$ cat src/rtl/twpwm_pkg.sv
package twpwm_pkg;
  localparam int NUM_PINS  = 2;
  localparam int NUM_SPARE = 2;

  localparam logic [3:0] ADR_CTRL  = 4'd0;
  localparam logic [3:0] ADR_PER0  = 4'd1;
  localparam logic [3:0] ADR_A_ON  = 4'd2;
  localparam logic [3:0] ADR_A_OFF = 4'd3;
  localparam logic [3:0] ADR_B_ON  = 4'd4;
  localparam logic [3:0] ADR_B_OFF = 4'd5;
  localparam logic [3:0] ADR_SP_C  = 4'd6;
  localparam logic [3:0] ADR_SP_D  = 4'd7;
  localparam logic [3:0] ADR_PER1  = 4'd8;
  localparam logic [3:0] ADR_FLAG  = 4'd9;

  localparam int CTRL_RUN   = 0;
  localparam int CTRL_POL_A = 1;
  localparam int CTRL_POL_B = 2;
  localparam int CTRL_IEN_C = 3;
  localparam int CTRL_IEN_D = 4;

  // Off match beats on match: a tie lands on the inactive level.
  function automatic logic pin_update(input logic cur, input logic pol,
                                      input logic hit_on, input logic hit_off);
    if (hit_off)     return pol;
    else if (hit_on) return ~pol;
    else             return cur;
  endfunction
endpackage

$ cat src/rtl/twpwm_counter.sv
module twpwm_counter #(
  parameter int W = 8
) (
  input  logic         clk,
  input  logic         rst_n,
  input  logic         run,
  input  logic         tick,
  input  logic [W-1:0] limit,
  output logic [W-1:0] count,
  output logic         wrap
);
  localparam logic [W-1:0] ONE = W'(1);

  function automatic logic [W-1:0] step(input logic [W-1:0] c, input logic [W-1:0] lim);
    return (c == lim) ? '0 : c + ONE;
  endfunction

  assign wrap = run && tick && (count == limit);

  always_ff @(posedge clk or negedge rst_n) begin
    if (!rst_n)      count <= '0;
    else if (!run)   count <= '0;
    else if (tick)   count <= step(count, limit);
  end
endmodule

$ cat src/rtl/twpwm_regs.sv
module twpwm_regs import twpwm_pkg::*; #(
  parameter int CNT_W = 8
) (
  input  logic                            clk,
  input  logic                            rst_n,
  input  logic                            wr_en,
  input  logic [3:0]                      wr_addr,
  input  logic [CNT_W-1:0]                wr_data,
  input  logic                            wrap0,
  output logic                            run,
  output logic [CNT_W-1:0]                per0_act,
  output logic [CNT_W-1:0]                per1,
  output logic [NUM_PINS-1:0][CNT_W-1:0]  on_act,
  output logic [NUM_PINS-1:0][CNT_W-1:0]  off_act,
  output logic [NUM_PINS-1:0]             pol_act,
  output logic [NUM_PINS-1:0]             pol_idle,
  output logic [NUM_SPARE-1:0][CNT_W-1:0] spare_cmp,
  output logic [NUM_SPARE-1:0]            ien,
  output logic [NUM_SPARE-1:0]            flag_clr
);
  logic [CNT_W-1:0]               per0_stg;
  logic [NUM_PINS-1:0][CNT_W-1:0] on_stg;
  logic [NUM_PINS-1:0][CNT_W-1:0] off_stg;
  logic [NUM_PINS-1:0]            pol_stg;
  logic                           load_act;

  always_ff @(posedge clk or negedge rst_n) begin
    if (!rst_n) begin
      run       <= 1'b0;
      per0_stg  <= '0;
      per1      <= '0;
      on_stg    <= '0;
      off_stg   <= '0;
      pol_stg   <= '0;
      spare_cmp <= '0;
      ien       <= '0;
    end else if (wr_en) begin
      case (wr_addr)
        ADR_CTRL: begin
          run        <= wr_data[CTRL_RUN];
          pol_stg[0] <= wr_data[CTRL_POL_A];
          pol_stg[1] <= wr_data[CTRL_POL_B];
          ien[0]     <= wr_data[CTRL_IEN_C];
          ien[1]     <= wr_data[CTRL_IEN_D];
        end
        ADR_PER0:  per0_stg     <= wr_data;
        ADR_A_ON:  on_stg[0]    <= wr_data;
        ADR_A_OFF: off_stg[0]   <= wr_data;
        ADR_B_ON:  on_stg[1]    <= wr_data;
        ADR_B_OFF: off_stg[1]   <= wr_data;
        ADR_SP_C:  spare_cmp[0] <= wr_data;
        ADR_SP_D:  spare_cmp[1] <= wr_data;
        ADR_PER1:  per1         <= wr_data;
        default: ;
      endcase
    end
  end

  // Working set follows staging while idle, then only at a wrap.
  assign load_act = !run || wrap0;

  always_ff @(posedge clk or negedge rst_n) begin
    if (!rst_n) begin
      per0_act <= '0;
      on_act   <= '0;
      off_act  <= '0;
      pol_act  <= '0;
    end else if (load_act) begin
      per0_act <= per0_stg;
      on_act   <= on_stg;
      off_act  <= off_stg;
      pol_act  <= pol_stg;
    end
  end

  assign pol_idle = pol_stg;
  assign flag_clr = (wr_en && (wr_addr == ADR_FLAG)) ? wr_data[NUM_SPARE-1:0] : '0;
endmodule

$ cat src/rtl/twpwm_pin.sv
module twpwm_pin import twpwm_pkg::*; #(
  parameter int W = 8
) (
  input  logic         clk,
  input  logic         rst_n,
  input  logic         run,
  input  logic         tick,
  input  logic [W-1:0] count,
  input  logic [W-1:0] on_val,
  input  logic [W-1:0] off_val,
  input  logic         pol_act,
  input  logic         pol_idle,
  output logic         pin,
  output logic         hit_on,
  output logic         hit_off
);
  assign hit_on  = run && tick && (count == on_val);
  assign hit_off = run && tick && (count == off_val);

  always_ff @(posedge clk or negedge rst_n) begin
    if (!rst_n)    pin <= 1'b0;
    else if (!run) pin <= pol_idle;
    else           pin <= pin_update(pin, pol_act, hit_on, hit_off);
  end
endmodule

$ cat src/rtl/twpwm_spare.sv
module twpwm_spare import twpwm_pkg::*; #(
  parameter int W = 8
) (
  input  logic                        clk,
  input  logic                        rst_n,
  input  logic                        run,
  input  logic                        tick,
  input  logic [W-1:0]                count,
  input  logic [NUM_SPARE-1:0][W-1:0] cmp,
  input  logic [NUM_SPARE-1:0]        clr,
  input  logic [NUM_SPARE-1:0]        ien,
  output logic [NUM_SPARE-1:0]        hit,
  output logic [NUM_SPARE-1:0]        flags,
  output logic                        irq
);
  for (genvar s = 0; s < NUM_SPARE; s++) begin : g_src
    assign hit[s] = run && tick && (count == cmp[s]);
    always_ff @(posedge clk or negedge rst_n) begin
      if (!rst_n) flags[s] <= 1'b0;
      else        flags[s] <= hit[s] || (flags[s] && !clr[s]);
    end
  end

  assign irq = |(flags & ien);
endmodule

$ cat src/rtl/twin_edge_pwm.sv
module twin_edge_pwm import twpwm_pkg::*; #(
  parameter int CNT_W = 8
) (
  input  logic             clk,
  input  logic             rst_n,
  input  logic             tick,
  input  logic             wr_en,
  input  logic [3:0]       wr_addr,
  input  logic [CNT_W-1:0] wr_data,
  output logic             pwm_a,
  output logic             pwm_b,
  output logic             irq
);
  logic                            run;
  logic [CNT_W-1:0]                cnt0, cnt1;
  logic                            wrap0, wrap1;
  logic [CNT_W-1:0]                per0_act, per1;
  logic [NUM_PINS-1:0][CNT_W-1:0]  on_act, off_act;
  logic [NUM_PINS-1:0]             pol_act, pol_idle;
  logic [NUM_SPARE-1:0][CNT_W-1:0] spare_cmp;
  logic [NUM_SPARE-1:0]            ien, flag_clr, spare_hit, flags;
  logic [NUM_PINS-1:0]             pins, hit_on, hit_off;

  twpwm_regs #(.CNT_W(CNT_W)) u_regs (
    .clk(clk), .rst_n(rst_n), .wr_en(wr_en), .wr_addr(wr_addr), .wr_data(wr_data),
    .wrap0(wrap0), .run(run), .per0_act(per0_act), .per1(per1),
    .on_act(on_act), .off_act(off_act), .pol_act(pol_act), .pol_idle(pol_idle),
    .spare_cmp(spare_cmp), .ien(ien), .flag_clr(flag_clr)
  );

  twpwm_counter #(.W(CNT_W)) u_cnt_main (
    .clk(clk), .rst_n(rst_n), .run(run), .tick(tick),
    .limit(per0_act), .count(cnt0), .wrap(wrap0)
  );

  twpwm_counter #(.W(CNT_W)) u_cnt_spare (
    .clk(clk), .rst_n(rst_n), .run(run), .tick(tick),
    .limit(per1), .count(cnt1), .wrap(wrap1)
  );

  for (genvar g = 0; g < NUM_PINS; g++) begin : g_pin
    twpwm_pin #(.W(CNT_W)) u_pin (
      .clk(clk), .rst_n(rst_n), .run(run), .tick(tick), .count(cnt0),
      .on_val(on_act[g]), .off_val(off_act[g]), .pol_act(pol_act[g]),
      .pol_idle(pol_idle[g]), .pin(pins[g]), .hit_on(hit_on[g]), .hit_off(hit_off[g])
    );
  end

  twpwm_spare #(.W(CNT_W)) u_spare (
    .clk(clk), .rst_n(rst_n), .run(run), .tick(tick), .count(cnt1),
    .cmp(spare_cmp), .clr(flag_clr), .ien(ien), .hit(spare_hit),
    .flags(flags), .irq(irq)
  );

  assign pwm_a = pins[0];
  assign pwm_b = pins[1];
endmodule

$ cat config.mk
export PLATFORM = sky130hd
export DESIGN_NAME = twin_edge_pwm
export DESIGN_NICKNAME = d
export VERILOG_FILES = /design/src/rtl/twpwm_pkg.sv /design/src/rtl/twpwm_counter.sv /design/src/rtl/twpwm_regs.sv /design/src/rtl/twpwm_pin.sv /design/src/rtl/twpwm_spare.sv /design/src/rtl/twin_edge_pwm.sv
export SDC_FILE = /design/constraint.sdc
export NUM_CORES = 1
export LEC_CHECK = 0
export ABC_AREA = 1
export BUFFER_PORTS_ARGS = -buffer_cell sky130_fd_sc_hd__buf_2
export CORE_MARGIN = 2
export CORE_UTILIZATION = 25
export DETAILED_ROUTE_END_ITERATION = 12
export SYNTH_ARGS = -nofsm -noshare
export SYNTH_HDL_FRONTEND = slang
export SYNTH_SLANG_ARGS = --single-unit
$ cat constraint.sdc
create_clock -name clk -period 2.1 [get_ports clk]
set_clock_uncertainty 0.15 [all_clocks]
set_input_delay 0.42 -clock clk [delete_from_list [all_inputs] [get_ports clk]]
set_output_delay 0.42 -clock clk [all_outputs]
set_load 0.05 [all_outputs]
* Word level (Yosys, flattened, before mapping)
Cells that the tools add are included.
Word-level totals: RAM bits 0, latch bits 0, memories 0, bits in read-only memories 0, flip-flop bits (word level) 131, word-level logic and storage cells 89
Operators by class: equal/unequal tests 20, reduce and logical (&&, ||, !) cells 28, $mul 0, $add $sub $neg 2, magnitude comparators 0, div/mod/pow operators 0, bitwise logic cells 3, multiplexer cells 13, shift-type cells 0
Operators by type and width (count):
- $eq A8 B8 Y1 | 8
- $mux W8 | 6
- $reduce_and A2 Y1 | 9
- $add A8 B1 Y8 const B | 2
- $eq A4 B3 Y1 const B | 4
- $logic_and A1 B1 Y1 | 11
- $eq A4 B2 Y1 const B | 2
- $eq A4 B4 Y1 const B | 2
- $mux W1 | 6
- $ne A3 B1 Y1 const B | 2
- $eq A4 B1 Y1 const B | 1
- $logic_not A4 Y1 | 1
- $logic_not A1 Y1 | 3
- $logic_or A1 B1 Y1 | 3
- $and A2 B2 Y2 | 1
- $mux W2 | 1
- $ne A2 B2 Y1 const B | 1
- $not A1 Y1 | 2
- $reduce_or A2 Y1 | 1

* Depth between registers and ports, before layout
Gate-level depths: netlist (run 1).
word-level depth 6, mapped depth 10, depth with buffers taken out 10

* Cells and area by module
From an unflattened synthesis (run 1), not the netlist that was laid out.
Unflattened totals: cell total of the unflattened synthesis 992, area total of the unflattened synthesis 7060.5 µm²
Modules (own cells, without submodules):
- twpwm_regs | instances 1, area each 4588.2 µm², cells each 516
- twpwm_counter | instances 2, area each 626.9 µm², cells each 107
- twpwm_pin | instances 2, area each 369.1 µm², cells each 81
- twpwm_spare | instances 1, area each 480.5 µm², cells each 100

* Worst setup path before layout (run 1)
Ideal clock, no wire load.
path type register -> register, start reg u_cnt_main.count[0], end reg u_regs.off_act[0] in the netlist's numbering, path buffers 2, slack 0.573 ns, stages on the path, launching flop included 9, data arrival time 1.260 ns, cells stage by stage dfrtp_1 buf_2 xnor2_1 nand2_1 nor2_2 nand3_4 buf_2 nand3_1 nand2_1
Between the ends: cells in the longest elaborated chain, start to end 3
RTL lines:
- start, declared | RTL line twpwm_counter.sv:9 | output logic [W-1:0] count,
- start signal, assigned | RTL line twpwm_counter.sv:23 | else if (tick) count <= step(count, limit);
- $eq A8 B8 Y1 | RTL line twpwm_counter.sv:18 | assign wrap = run && tick && (count == limit);
- $logic_and A1 B1 Y1 | RTL line twpwm_counter.sv:18
- $logic_or A1 B1 Y1 | RTL line twpwm_regs.sv:60 | assign load_act = !run || wrap0;
- end signal, assigned | RTL line twpwm_regs.sv:71 | off_act <= off_stg;
- end, declared | RTL line twpwm_regs.sv:14 | output logic [NUM_PINS-1:0][CNT_W-1:0] off_act,
No other way between the ends. A chain may end at the register's enable or synchronous reset.

* Worst setup path after layout (run 1)
start reg u_cnt_main.count[1], end reg u_regs.on_act[3] in the netlist's numbering
Between the ends: cells in the longest elaborated chain, start to end 3
RTL lines:
- $eq A8 B8 Y1 | RTL line twpwm_counter.sv:18
- $logic_and A1 B1 Y1 | RTL line twpwm_counter.sv:18
- $logic_or A1 B1 Y1 | RTL line twpwm_regs.sv:60
- end signal, assigned | RTL line twpwm_regs.sv:70 | on_act <= on_stg;
- end, declared | RTL line twpwm_regs.sv:13 | output logic [NUM_PINS-1:0][CNT_W-1:0] on_act,
No other way between the ends.

==> results of run 1 <==
## power by group through the flow
stage | combinational [W] | sequential [W] | clock (W)
2_1_floorplan | 0.00123 | 0.00350 | 0
3_3_place_gp | 0.00165 | 0.00360 | 0
3_5_place_dp | 0.00169 | 0.00360 | 0
4_1_cts | 0.00170 | 0.00357 | 0.00306
5_1_grt | 0.00194 | 0.00363 | 0.00317
6_report | 0.00168 | 0.00357 | 0.00300
## final cells by class
class                   instances  area, sq um
repair buffers                 42          329
fillers                      2593        17000
clock buffers                  21          470
multi-input cells             519         2470
well taps                     324          405
flip-flops and latches        131         3280
clock inverters                 9          130
inverters                      55          206
## registers in the layout, summed over array words and instances, names as in the netlist, 2 cells and up
signal             flops
g_pin.u_pin.pin        2
u_cnt_main.count       8
u_cnt_spare.count      8
u_regs.ien             2
u_regs.off_act        16
u_regs.off_stg        16
u_regs.on_act         16
u_regs.on_stg         16
u_regs.per0_act        8
u_regs.per0_stg        8
u_regs.per1            8
u_regs.pol_act         2
u_regs.pol_idle        2
u_regs.spare_cmp      16
u_spare.flags          2
## kinds of logic (layout without fill, tap and decap cells)
| kind of cell | count (synthesis) | after routing | share of synthesized area (%) |
|---|---|---|---|
| AO/OA/AOI/OAI | 108 | 108 | 9.34 |
| XOR/XNOR | 40 | 40 | 5.70 |
| adder cells (fa/ha/maj) | 2 | 2 | 0.407 |
| buffers and inverters | 86 | 127 | 6.41 |
| flip-flops | 131 | 131 | 53.3 |
| AND/OR/NAND/NOR | 369 | 369 | 24.8 |
## routing by layer
layer  vias to the layer above  part of all wire, %  global-route usage [%]
met4                         0                  2.1                    4.06
met3                        18                  4.6                    3.05
li1                       2426                    -                       -
met1                      2302                   49                    18.2
met2                        99                   44                    18.7
met5                         -                    0                       0
## final timing paths
check                                     from                   end  slack (ns)  cells past startpoint
max reg2reg                u_cnt_main.count[1]      u_regs.on_act[3]        0.29                      7
min reg2reg                  u_regs.off_stg[5]     u_regs.off_act[5]        0.32                      2
min in group asynchronous                rst_n    u_regs.per0_act[3]        0.30                      2
max in group asynchronous                rst_n  u_regs.spare_cmp[14]        0.95                      3
min                                 wr_data[5]  u_regs.spare_cmp[13]        0.09                      3
max                        u_cnt_main.count[1]      u_regs.on_act[3]        0.29                      7
## worst max-delay path, delay by kind of cell, from the launching register on
family	cells	cell delay (ns)
simple gates	5	0.60
flops	1	0.49
buf+inv	1	0.28
xor+xnor	1	0.15
## stage by stage
stage,instances,utilization [%]
floorplan,736,-
global placement,1070,27.6
detailed placement,1070,27.6
CTS,1101,30.1
global route,1101,30.1
finish,1101,30.1
## what timing repair did
item	in CTS	in global routing
hold buffers	1	0
setup buffers	0	0
endpoints found under the hold margin	20	0
## cell usage in the layout (no fill, tap or decap), types with 2 or more instances in the layout
cell type	instances
clkinvlp_4	4
or2_2	3
clkbuf_8	3
nand3_1	67
nor3_1	7
ha_1	2
o22ai_1	14
xor2_1	14
xnor2_1	26
buf_12	4
clkbuf_16	17
nand2_1	239
o21ai_0	72
inv_1	55
nor2_2	4
buf_2	17
a21oi_1	17
dfrtp_1	131
bufinv_16	3
buf_4	19
clkinv_2	2
nor2_1	45
==> impl_summary.txt, run 1 <==
----------------------------------------------------
[Outcome]
  Status ... complete, no violations

[Floorplan]
  Total die area ... between 20000 and 30000 sq um
  Floorplan die width ... ~160 um
  Starting density of the core ... 25.4%
  # rows ... 57
  Top Ports ... 19
  Core Footprint ... 24200 sq um
  Vertical extent of the die ... 161 um

[Pwr]
  Worst IR Drop VDD ... 0.496 mV
  Power per cell area ... 1130 nW/um^2
  Clk network pwr share ... between 30% and 40%
  Net switching power figure ... 0.00253 W
  Internal power component ... 0.00572 W
  Overall power after layout ... 0.00825 W
  Leakage ... between 3 and 4 nW
  Proportion of power drawn by combinational gates ... 20.4%
  Fraction of power consumed by sequential logic ... 43.2%
  Share of total power consumed by net switching ... between 30% and 40%

[Job]
  Max-cap violations ... 0

[STA]
  Final setup viols ... 0
  Maximum clock frequency ... 551 MHz
  Worst-case hold slack ... 0.0866 ns
  Setup repair after global routing missed its margin ... no
  Least-Margin Pin Slew ... just under 0.6 ns
  Setup TNS Final ... 0 ns
  Clock period minus final worst setup slack ... between 1.5 and 2 ns
  Final worst-path cycle share ... 86.4%
  Worst slew margin ... about three fifths
  Min setup slack post-route ... 0.285 ns
  Final hold viol count ... 0
  Number of max-slew violations in the final report ... 0

[Synthesis]
  Prevailing post-synth register cell ... dfrtp_1
  Leading post-synthesis cells by instance count ... nand2_1, dfrtp_1, o21ai_0
  Cell type contributing the most total cell area after synthesis ... dfrtp_1
  Number of distinct library cells after synthesis ... 28
  Sequential-to-total area share from yosys stat ... 53.3%
  Count leader, synth ... nand2_1
  FFs w/ async S/R, synth ... 100%
  Total of flip-flops plus latches after synthesis ... 131
  Cell area after synthesis ... 6150 sq um
  Synthesized netlist cell count ... 736
  Syn avg cell area ... 8.35 sq um
  Top cells by area in the synthesized netlist ... dfrtp_1, nand2_1, o21ai_0, nand3_1, xnor2_1
  EDFF count, synth ... 0
  Area share of the largest cell type after synthesis ... 53.3%
  Count of yosys warnings during synthesis ... 0
  Net count of the mapped netlist ... between 700 and 800

[Global routing]
  Aggregate global routing overflow ... 0
  Via count of the first global-routing pass ... 4606
  Initial antenna violation count ... 0
  Pin count of the biggest net entering global routing ... 44
  Global-route wire length before repair ... 25400 um
  Global router's overall resource usage ... about an eighth

[Setup path]
  Critical path's most frequent cell ... nand2_1
  Cells traversed along the worst timing path ... xnor2_1 -> nand2_1 -> nor2_2 -> nand3_4 -> buf_4 -> nand3_1 -> nand2_1
  Highest fanout seen on the critical path ... 42
  Type of element capturing the critical path ... register
  Worst Setup Start Kind ... register
  Data arrival time of the critical path ... 1.96 ns
  Crit-path slowest cell ... dfrtp_1
  CP peak stage delay ... 0.49 ns
  Data required time at the worst endpoint ... 2.25 ns
  Path type of the worst setup path ... reg -> reg

[CTS]
  Number of H-tree branching levels ... 4
  Number of clock sinks ... 131
  Clock transition at the register clock pins on the worst setup and hold paths after CTS ... 0.05 ns
  CTS Buf Count ... 17
  CTS root buffer ... clkbuf_16
  Clock tree from TritonCTS ... done
  CTS Buffer Depth ... 2
  Total of cells resized after clock tree synthesis ... 0
  Clock latency reported for the late side of the worst-skew pair ... around 0.41 ns

[Finish]
  Post-route cell area ... ~7300 sq um
  Ant. Diodes ... 0
  Final net count ... 784
  Ratio of cells with drive above 1 in the final layout ... 10.3%
  Area added between synthesis and finish ... 18.7%

[Route]
  Drt total wl ... 15700 um
  Number of DRC markers after the initial detailed-route iteration ... around 380
  Per-cell via count in the routed design ... 4.40
  Iteration count of the initial detailed-routing pass ... 7
  Final routed wire length divided by cell count ... 14.2 um
  Via count ... about 4.8k
  Residual DRC count ... 0
  Count of nets left with antenna violations after detail routing ... 0

[Min path]
  Type of the most critical hold path ... in -> reg

[Placed design]
  Post-placement cell area ... 6680 sq um
  Number of buffers added on ports ... 18
  Global placer's final weighted congestion ... 0.868
  Worst slack, placed ... 0.303 ns
  Detailed Place HPWL ... 10900 um

----------------------------------------------------
Note: power is estimated with default switching activity, not from simulation.
==> run 2, diff against run 1 <==
--- a/config.mk
+++ b/config.mk
@@ -6,10 +6,14 @@
 export NUM_CORES = 1
 export LEC_CHECK = 0
 export ABC_AREA = 1
-export BUFFER_PORTS_ARGS = -buffer_cell sky130_fd_sc_hd__buf_2
+export CELL_PAD_IN_SITES_DETAIL_PLACEMENT = 1
+export CELL_PAD_IN_SITES_GLOBAL_PLACEMENT = 1
 export CORE_MARGIN = 2
 export CORE_UTILIZATION = 25
 export DETAILED_ROUTE_END_ITERATION = 12
+export DONT_BUFFER_PORTS = 1
+export PLACE_DENSITY_LB_ADDON = 0.1
 export SYNTH_ARGS = -nofsm -noshare
 export SYNTH_HDL_FRONTEND = slang
+export SYNTH_HIERARCHICAL = 1
 export SYNTH_SLANG_ARGS = --single-unit
==> impl_summary.txt, run 2 <==
----------------------------------------------------
[CTS]
  CTS Buffer Depth ... 2 (unchanged)
  Post-cts hold buffer count ... 12 (was 1)
  CTS root buffer ... clkbuf_16 (unchanged)
  Clock transition at the register clock pins on the worst setup and hold paths after CTS ... 0.06 ns (was 0.05 ns)
  CTS Buf Count ... 17 (unchanged)
  Clock latency reported for the late side of the worst-skew pair ... 0.42 ns (was 0.41 ns)
  Clock tree from TritonCTS ... done (unchanged)
  Post-CTS Repair Setup Buffers ... 0 (unchanged)
  Number of H-tree branching levels ... 4 (unchanged)
  Number of clock sinks ... 131 (unchanged)

[Route]
  Via count ... 5971 (was 4845)
  Drt total wl ... 23400 um (was 15700 um)
  Per-cell via count in the routed design ... 4.30 (was 4.40)
  Iteration count of the initial detailed-routing pass ... 4 (was 7)
  Count of nets left with antenna violations after detail routing ... 0 (unchanged)
  Final routed wire length divided by cell count ... 16.9 um (was 14.2 um)
  Residual DRC count ... 0 (unchanged)
  Number of DRC markers after the initial detailed-route iteration ... 353 (was 379)

[Finish]
  Post-route cell area ... 8320 sq um (was 7290 sq um)
  Commonest cells after routing, fill and taps aside ... nand2_1, dfrtp_1, inv_1 (was nand2_1, dfrtp_1, o21ai_0)
  Final net count ... 1014 (was 784)
  Area added between synthesis and finish ... 19.7% (was 18.7%)
  Most common library cell in the layout ignoring fill and taps ... nand2_1 (unchanged)
  Final Non-Filler Cells ... 1388 (was 1101)
  Final core area utilization ... 30.2% (was 30.1%)
  Layout filler cell count ... 3385 (was 2593)
  Ratio of cells with drive above 1 in the final layout ... 9.81% (was 10.3%)
  Area of the multi-input gates ... 3100 sq um (was 2470 sq um)
  Area taken by flip-flops and latches ... 3280 sq um (unchanged)

[Placed design]
  Detailed Place HPWL ... 14800 um (was 10900 um)
  Global placer's final weighted congestion ... 0.726 (was 0.868)
  Number of buffers added on ports ... 0 (was 18)
  Placed instance count ... 1342 (was 1070)
  Post-placement cell area ... 7480 sq um (was 6680 sq um)

[Outcome]
  Failing checks ... negative hold slack
  Status ... complete, but fails checks (was complete, no violations)

[Setup path]
  Reg-to-reg slack, setup ... 0.24 ns (was 0.29 ns)
  Cells traversed along the worst timing path ... a22o_1 (was xnor2_1 -> nand2_1 -> nor2_2 -> nand3_4 -> buf_4 -> nand3_1 -> nand2_1)
  Worst R2R Path Depth ... 12 (was 7)
  Data required time at the worst endpoint ... 1.53 ns (was 2.25 ns)
  CP peak stage delay ... 0.51 ns (was 0.49 ns)
  Highest fanout seen on the critical path ... 2 (was 42)
  Crit path launch ... u_spare/flags[0] (was u_cnt_main.count[1])
  Crit-path slowest cell ... a22o_1 (was dfrtp_1)
  Logic depth of the worst setup path including buffers ... 1 (was 7)
  Path type of the worst setup path ... reg -> out (was reg -> reg)
  Worst Setup Start Kind ... register (unchanged)
  Data arrival time of the critical path ... 1.30 ns (was 1.96 ns)
  Type of element capturing the critical path ... primary output (was register)
  Critical register-to-register path startpoint ... u_cnt_main/count[0] (was u_cnt_main.count[1])
  Worst Path Buf+Inv ... 0 (was 1)
  Family of cells with the greatest summed delay on the critical path ... compound AO/OA/AOI/OAI gates (was simple AND/OR/NAND/NOR gates)
  Reg2reg end ... u_regs/off_act[8] (was u_regs.on_act[3])

[Global routing]
  Initial antenna violation count ... 1 (was 0)
  Pin count of the biggest net entering global routing ... 132 (was 44)
  Global router's overall resource usage ... 17.0% (was 12.6%)
  Via count of the first global-routing pass ... 6128 (was 4606)
  Global-route wire length before repair ... 36800 um (was 25400 um)
  Aggregate global routing overflow ... 0 (unchanged)

[Floorplan]
  Top Ports ... 19 (unchanged)
  Starting density of the core ... 25.2% (was 25.4%)
  Total die area ... 29100 sq um (was 25900 sq um)
  Vertical extent of the die ... 171 um (was 161 um)
  # rows ... 61 (was 57)
  Floorplan die width ... 171 um (was 161 um)
  Core Footprint ... 27600 sq um (was 24200 sq um)

[STA]
  Worst slew margin ... 56.1% (was 61.5%)
  Least-Margin Pin Slew ... 0.656 ns (was 0.577 ns)
  Setup repair after global routing missed its margin ... no (unchanged)
  Setup TNS Final ... 0 ns (unchanged)
  Clock period minus final worst setup slack ... 1.87 ns (was 1.81 ns)
  Number of max-slew violations in the final report ... 0 (unchanged)
  Maximum clock frequency ... 535 MHz (was 551 MHz)
  Final worst-path cycle share ... 89.0% (was 86.4%)
  Worst-case hold slack ... -0.448 ns (was 0.0866 ns)
  Final setup viols ... 0 (unchanged)
  Final hold viol count ... 131 (was 0)

[Synthesis]
  Syn avg cell area ... 7.16 sq um (was 8.35 sq um)
  Count of yosys warnings during synthesis ... 6 (was 0)
  Net count of the mapped netlist ... 988 (was 754)
  Synthesized netlist cell count ... 970 (was 736)
  Cell area after synthesis ... 6950 sq um (was 6150 sq um)

[Pwr]
  Overall power after layout ... 0.00882 W (was 0.00825 W)
  Worst IR Drop VDD ... 0.494 mV (was 0.496 mV)
  Leakage ... 4.22 nW (was 3.46 nW)
  Power per cell area ... 1060 nW/um^2 (was 1130 nW/um^2)

[Job]
  Max-cap violations ... 0 (unchanged)

[Min path]
  Type of the most critical hold path ... in -> async (was in -> reg)

----------------------------------------------------
## run 2: how the worst max path moves through the flow
| stage | endpoint | slack [ns] |
|---|---|---|
| finish | irq | 0.23 |
| detailed placement | u_regs/off_act[8] | 0.22 |
| floorplan | u_regs/on_act[0] | 0.18 |
| global route | u_regs/off_act[13] | 0.02 |
| CTS | u_regs/off_act[8] | 0.19 |
| global placement | u_regs/off_act[10] | 0.27 |
## run 2: per-stage QoR
stage | setup slack (ns) | hold slack (ns)
2_1_floorplan | 0.183 | -0.0256
3_3_place_gp | 0.265 | -0.0141
3_5_place_dp | 0.218 | -0.0149
4_1_cts | 0.193 | -0.470
5_1_grt | 0.0153 | -0.478
6_report | 0.230 | -0.448
## run 2: cell type report
cell class	instances	area share, %
timing repair buffer	38	4.15
tap	378	5.69
antenna	1	0.0301
clock inverter	12	2.72
sequential	131	39.4
multi-input combinational	692	37.3
inverter	116	5.24
clock buffer	20	5.49
## run 2: power by group
group	internal [W]	switching, W	leakage [nW]	total, W
combinational	0.000697	0.00106	2.23	0.00175
sequential	0.00310	0.000477	1.66	0.00358
clock	0.00230	0.00120	0.327	0.00350
total	0.00609	0.00273	4.22	0.00882
## run 2: layer usage
layer	vias up	GRT usage [%]	part of all wire [%]
met1	2873	23.8	50
met4	0	3.64	0.77
li1	3037	-	-
met2	54	27.0	45
met3	7	3.63	3.4
met5	-	0	0
## run 2: repair_timing
action,4_1_cts,5_1_grt
endpoints found under the hold margin,191,131
setup endpoints to repair,0,2
resized for setup,0,1
==> run 3, diff against run 2 <==
--- a/config.mk
+++ b/config.mk
@@ -5,7 +5,8 @@
 export SDC_FILE = /design/constraint.sdc
 export NUM_CORES = 1
 export LEC_CHECK = 0
-export ABC_AREA = 1
+export ABC_AREA = 0
+export CAP_MARGIN = 20
 export CELL_PAD_IN_SITES_DETAIL_PLACEMENT = 1
 export CELL_PAD_IN_SITES_GLOBAL_PLACEMENT = 1
 export CORE_MARGIN = 2
@@ -13,6 +14,7 @@
 export DETAILED_ROUTE_END_ITERATION = 12
 export DONT_BUFFER_PORTS = 1
 export PLACE_DENSITY_LB_ADDON = 0.1
+export RECOVER_POWER = 100
 export SYNTH_ARGS = -nofsm -noshare
 export SYNTH_HDL_FRONTEND = slang
 export SYNTH_HIERARCHICAL = 1
==> impl_summary.txt, run 3 <==
----------------------------------------------------
[STA]
  Number of max-slew violations in the final report ... 0 (unchanged)
  Setup repair after global routing missed its margin ... no (unchanged)
  Least-Margin Pin Slew ... 0.689 ns (was 0.656 ns)
  Final worst-path cycle share ... 95.3% (was 89.0%)
  Setup TNS Final ... 0 ns (unchanged)
  Worst slew margin ... 53.9% (was 56.1%)
  Final setup viols ... 0 (unchanged)
  Clock period minus final worst setup slack ... 2.00 ns (was 1.87 ns)
  Maximum clock frequency ... 500 MHz (was 535 MHz)
  Final hold viol count ... 131 (unchanged)
  Worst-case hold slack ... -0.452 ns (was -0.448 ns)

[Setup path]
  Type of element capturing the critical path ... register (was primary output)
  Path type of the worst setup path ... reg -> reg (was reg -> out)
  Critical register-to-register path startpoint ... u_cnt_main/count[6] (was u_cnt_main/count[0])
  Crit path launch ... u_cnt_main/count[6] (was u_spare/flags[0])
  Data arrival time of the critical path ... 2.15 ns (was 1.30 ns)
  Data required time at the worst endpoint ... 2.25 ns (was 1.53 ns)
  Highest fanout seen on the critical path ... 6 (was 2)
  Worst Setup Start Kind ... register (unchanged)

[Finish]
  Commonest cells after routing, fill and taps aside ... dfrtp_1, mux2_2, xnor2_1 (was nand2_1, dfrtp_1, inv_1)
  Layout filler cell count ... 2592 (was 3385)
  Ratio of cells with drive above 1 in the final layout ... 35.8% (was 9.81%)
  Final net count ... 539 (was 1014)
  Area added between synthesis and finish ... 21.8% (was 19.7%)
  Most common library cell in the layout ignoring fill and taps ... dfrtp_1 (was nand2_1)

[Floorplan]
  Total die area ... 26000 sq um (was 29100 sq um)
  Starting density of the core ... 25.4% (was 25.2%)
  Vertical extent of the die ... 161 um (was 171 um)
  # rows ... 57 (was 61)
  Floorplan die width ... 161 um (was 171 um)
  Core Footprint ... 24300 sq um (was 27600 sq um)
  Top Ports ... 19 (unchanged)

[Route]
  Final routed wire length divided by cell count ... 20.0 um (was 16.9 um)
  Per-cell via count in the routed design ... 4.47 (was 4.30)
  Residual DRC count ... 0 (unchanged)
  Number of DRC markers after the initial detailed-route iteration ... 229 (was 353)
  Drt total wl ... 17200 um (was 23400 um)
  Via count ... 3844 (was 5971)
  Count of nets left with antenna violations after detail routing ... 0 (unchanged)
  Iteration count of the initial detailed-routing pass ... 4 (unchanged)

[Job]
  Max-cap violations ... 0 (unchanged)

[Synthesis]
  Syn avg cell area ... 13.2 sq um (was 7.16 sq um)
  Synthesized netlist cell count ... 468 (was 970)
  Net count of the mapped netlist ... 486 (was 988)
  Count of yosys warnings during synthesis ... 6 (unchanged)
  Cell area after synthesis ... 6190 sq um (was 6950 sq um)

[Global routing]
  Via count of the first global-routing pass ... 4238 (was 6128)
  Global router's overall resource usage ... 14.1% (was 17.0%)
  Pin count of the biggest net entering global routing ... 132 (unchanged)
  Initial antenna violation count ... 1 (unchanged)
  Aggregate global routing overflow ... 0 (unchanged)
  Global-route wire length before repair ... 26600 um (was 36800 um)

[Min path]
  Type of the most critical hold path ... in -> async (unchanged)

[CTS]
  Number of H-tree branching levels ... 4 (unchanged)
  CTS root buffer ... clkbuf_16 (unchanged)
  Clock transition at the register clock pins on the worst setup and hold paths after CTS ... 0.06 ns (about the same)
  Number of clock sinks ... 131 (unchanged)
  Clock latency reported for the late side of the worst-skew pair ... 0.42 ns (about the same)
  CTS Buffer Depth ... 2 (unchanged)
  CTS Buf Count ... 17 (unchanged)
  Clock tree from TritonCTS ... done (unchanged)

[Pwr]
  Worst IR Drop VDD ... 0.440 mV (was 0.494 mV)
  Overall power after layout ... 0.00903 W (was 0.00882 W)
  Net switching power figure ... 0.00256 W (was 0.00273 W)
  Internal power component ... 0.00647 W (was 0.00609 W)
  Fraction of power consumed by sequential logic ... 41.5% (was 40.5%)
  Leakage ... 3.11 nW (was 4.22 nW)
  Power per cell area ... 1200 nW/um^2 (was 1060 nW/um^2)
  Proportion of power drawn by combinational gates ... 21.5% (was 19.9%)
  Clk network pwr share ... 37.0% (was 39.6%)
  Share of total power consumed by net switching ... 28.4% (was 30.9%)

[Outcome]
  Status ... complete, but fails checks (unchanged)
  Failing checks ... negative hold slack (unchanged)

[Placed design]
  Detailed Place HPWL ... 11400 um (was 14800 um)
  Number of buffers added on ports ... 0 (unchanged)
  Global placer's final weighted congestion ... 0.726 (about the same)

----------------------------------------------------
## run 3: layer usage
layer / global-route usage [%] / vias up / share of wire, %
li1: - / 1758 / -
met1: 20.1 / 2027 / 51
met2: 21.3 / 47 / 45
met3: 3.42 / 12 / 2.9
met4: 3.65 / 0 / 0.92
met5: 0 / - / 0
## run 3: final timing paths
kind | end | slack (ns) | cells past startpoint
worst max-delay path | u_regs/on_act[15] | 0.1 | 7
worst min-delay path | u_cnt_main/count[2] | -0.45 | 0
worst max register to register | u_regs/on_act[15] | 0.1 | 7
worst min register to register | u_regs/on_stg[12] | 0.34 | 1
max in group asynchronous | u_cnt_main/count[6] | 1.92 | 0
min in group clk | u_spare/flags[1] | 0.01 | 2
## run 3: power by group through the flow
| stage | clock network [W] | logic (W) | registers, W |
|---|---|---|---|
| 2_1_floorplan | 0 | 0.00148 | 0.00366 |
| 3_3_place_gp | 0 | 0.00193 | 0.00379 |
| 3_5_place_dp | 0 | 0.00197 | 0.00381 |
| 4_1_cts | 0.00344 | 0.00203 | 0.00376 |
| 5_1_grt | 0.00357 | 0.00214 | 0.00384 |
| 6_report | 0.00334 | 0.00195 | 0.00374 |
## run 3: repair_timing
| item | in CTS | in global routing |
|---|---|---|
| endpoints found under the setup margin | 44 | 15 |
| hold buffers | 8 | 1 |
| gates resized for setup | 1 | 5 |
| pin swaps | 0 | 1 |
| endpoints found under the hold margin | 199 | 132 |
| buffers inserted | 0 | 3 |
## run 3: critical path: stages, from the launching register on
cell	delay (ns)
dfrtp_2	0.48
xnor2_1	0.16
nand4_1	0.14
nor3_1	0.06
buf_4	0.14
nor2b_4	0.19
clkbuf_4	0.23
mux2_2	0.34
## run 3: final cells by class
type | count | area [sq um] | share of cell area (%)
multi-input combinational | 314 | 2750 | 36.5
clock buffer | 21 | 460 | 6.11
sequential | 131 | 3280 | 43.6
clock inverter | 11 | 199 | 2.64
tap | 324 | 405 | 5.38
antenna | 1 | 2.50 | 0.0332
timing repair buffer | 49 | 402 | 5.33
inverter | 8 | 30.0 | 0.399
## run 3: per-stage QoR
step	util [%]	instances	setup WS, ns	cell area, sq um
2_1_floorplan	-	468	0.0540	6190
3_3_place_gp	28.0	814	-0.0538	6820
3_5_place_dp	28.0	814	-0.0527	6820
4_1_cts	31.1	854	0.0360	7560
5_1_grt	31.0	858	0.00343	7530
6_report	31.0	859	0.0990	7530
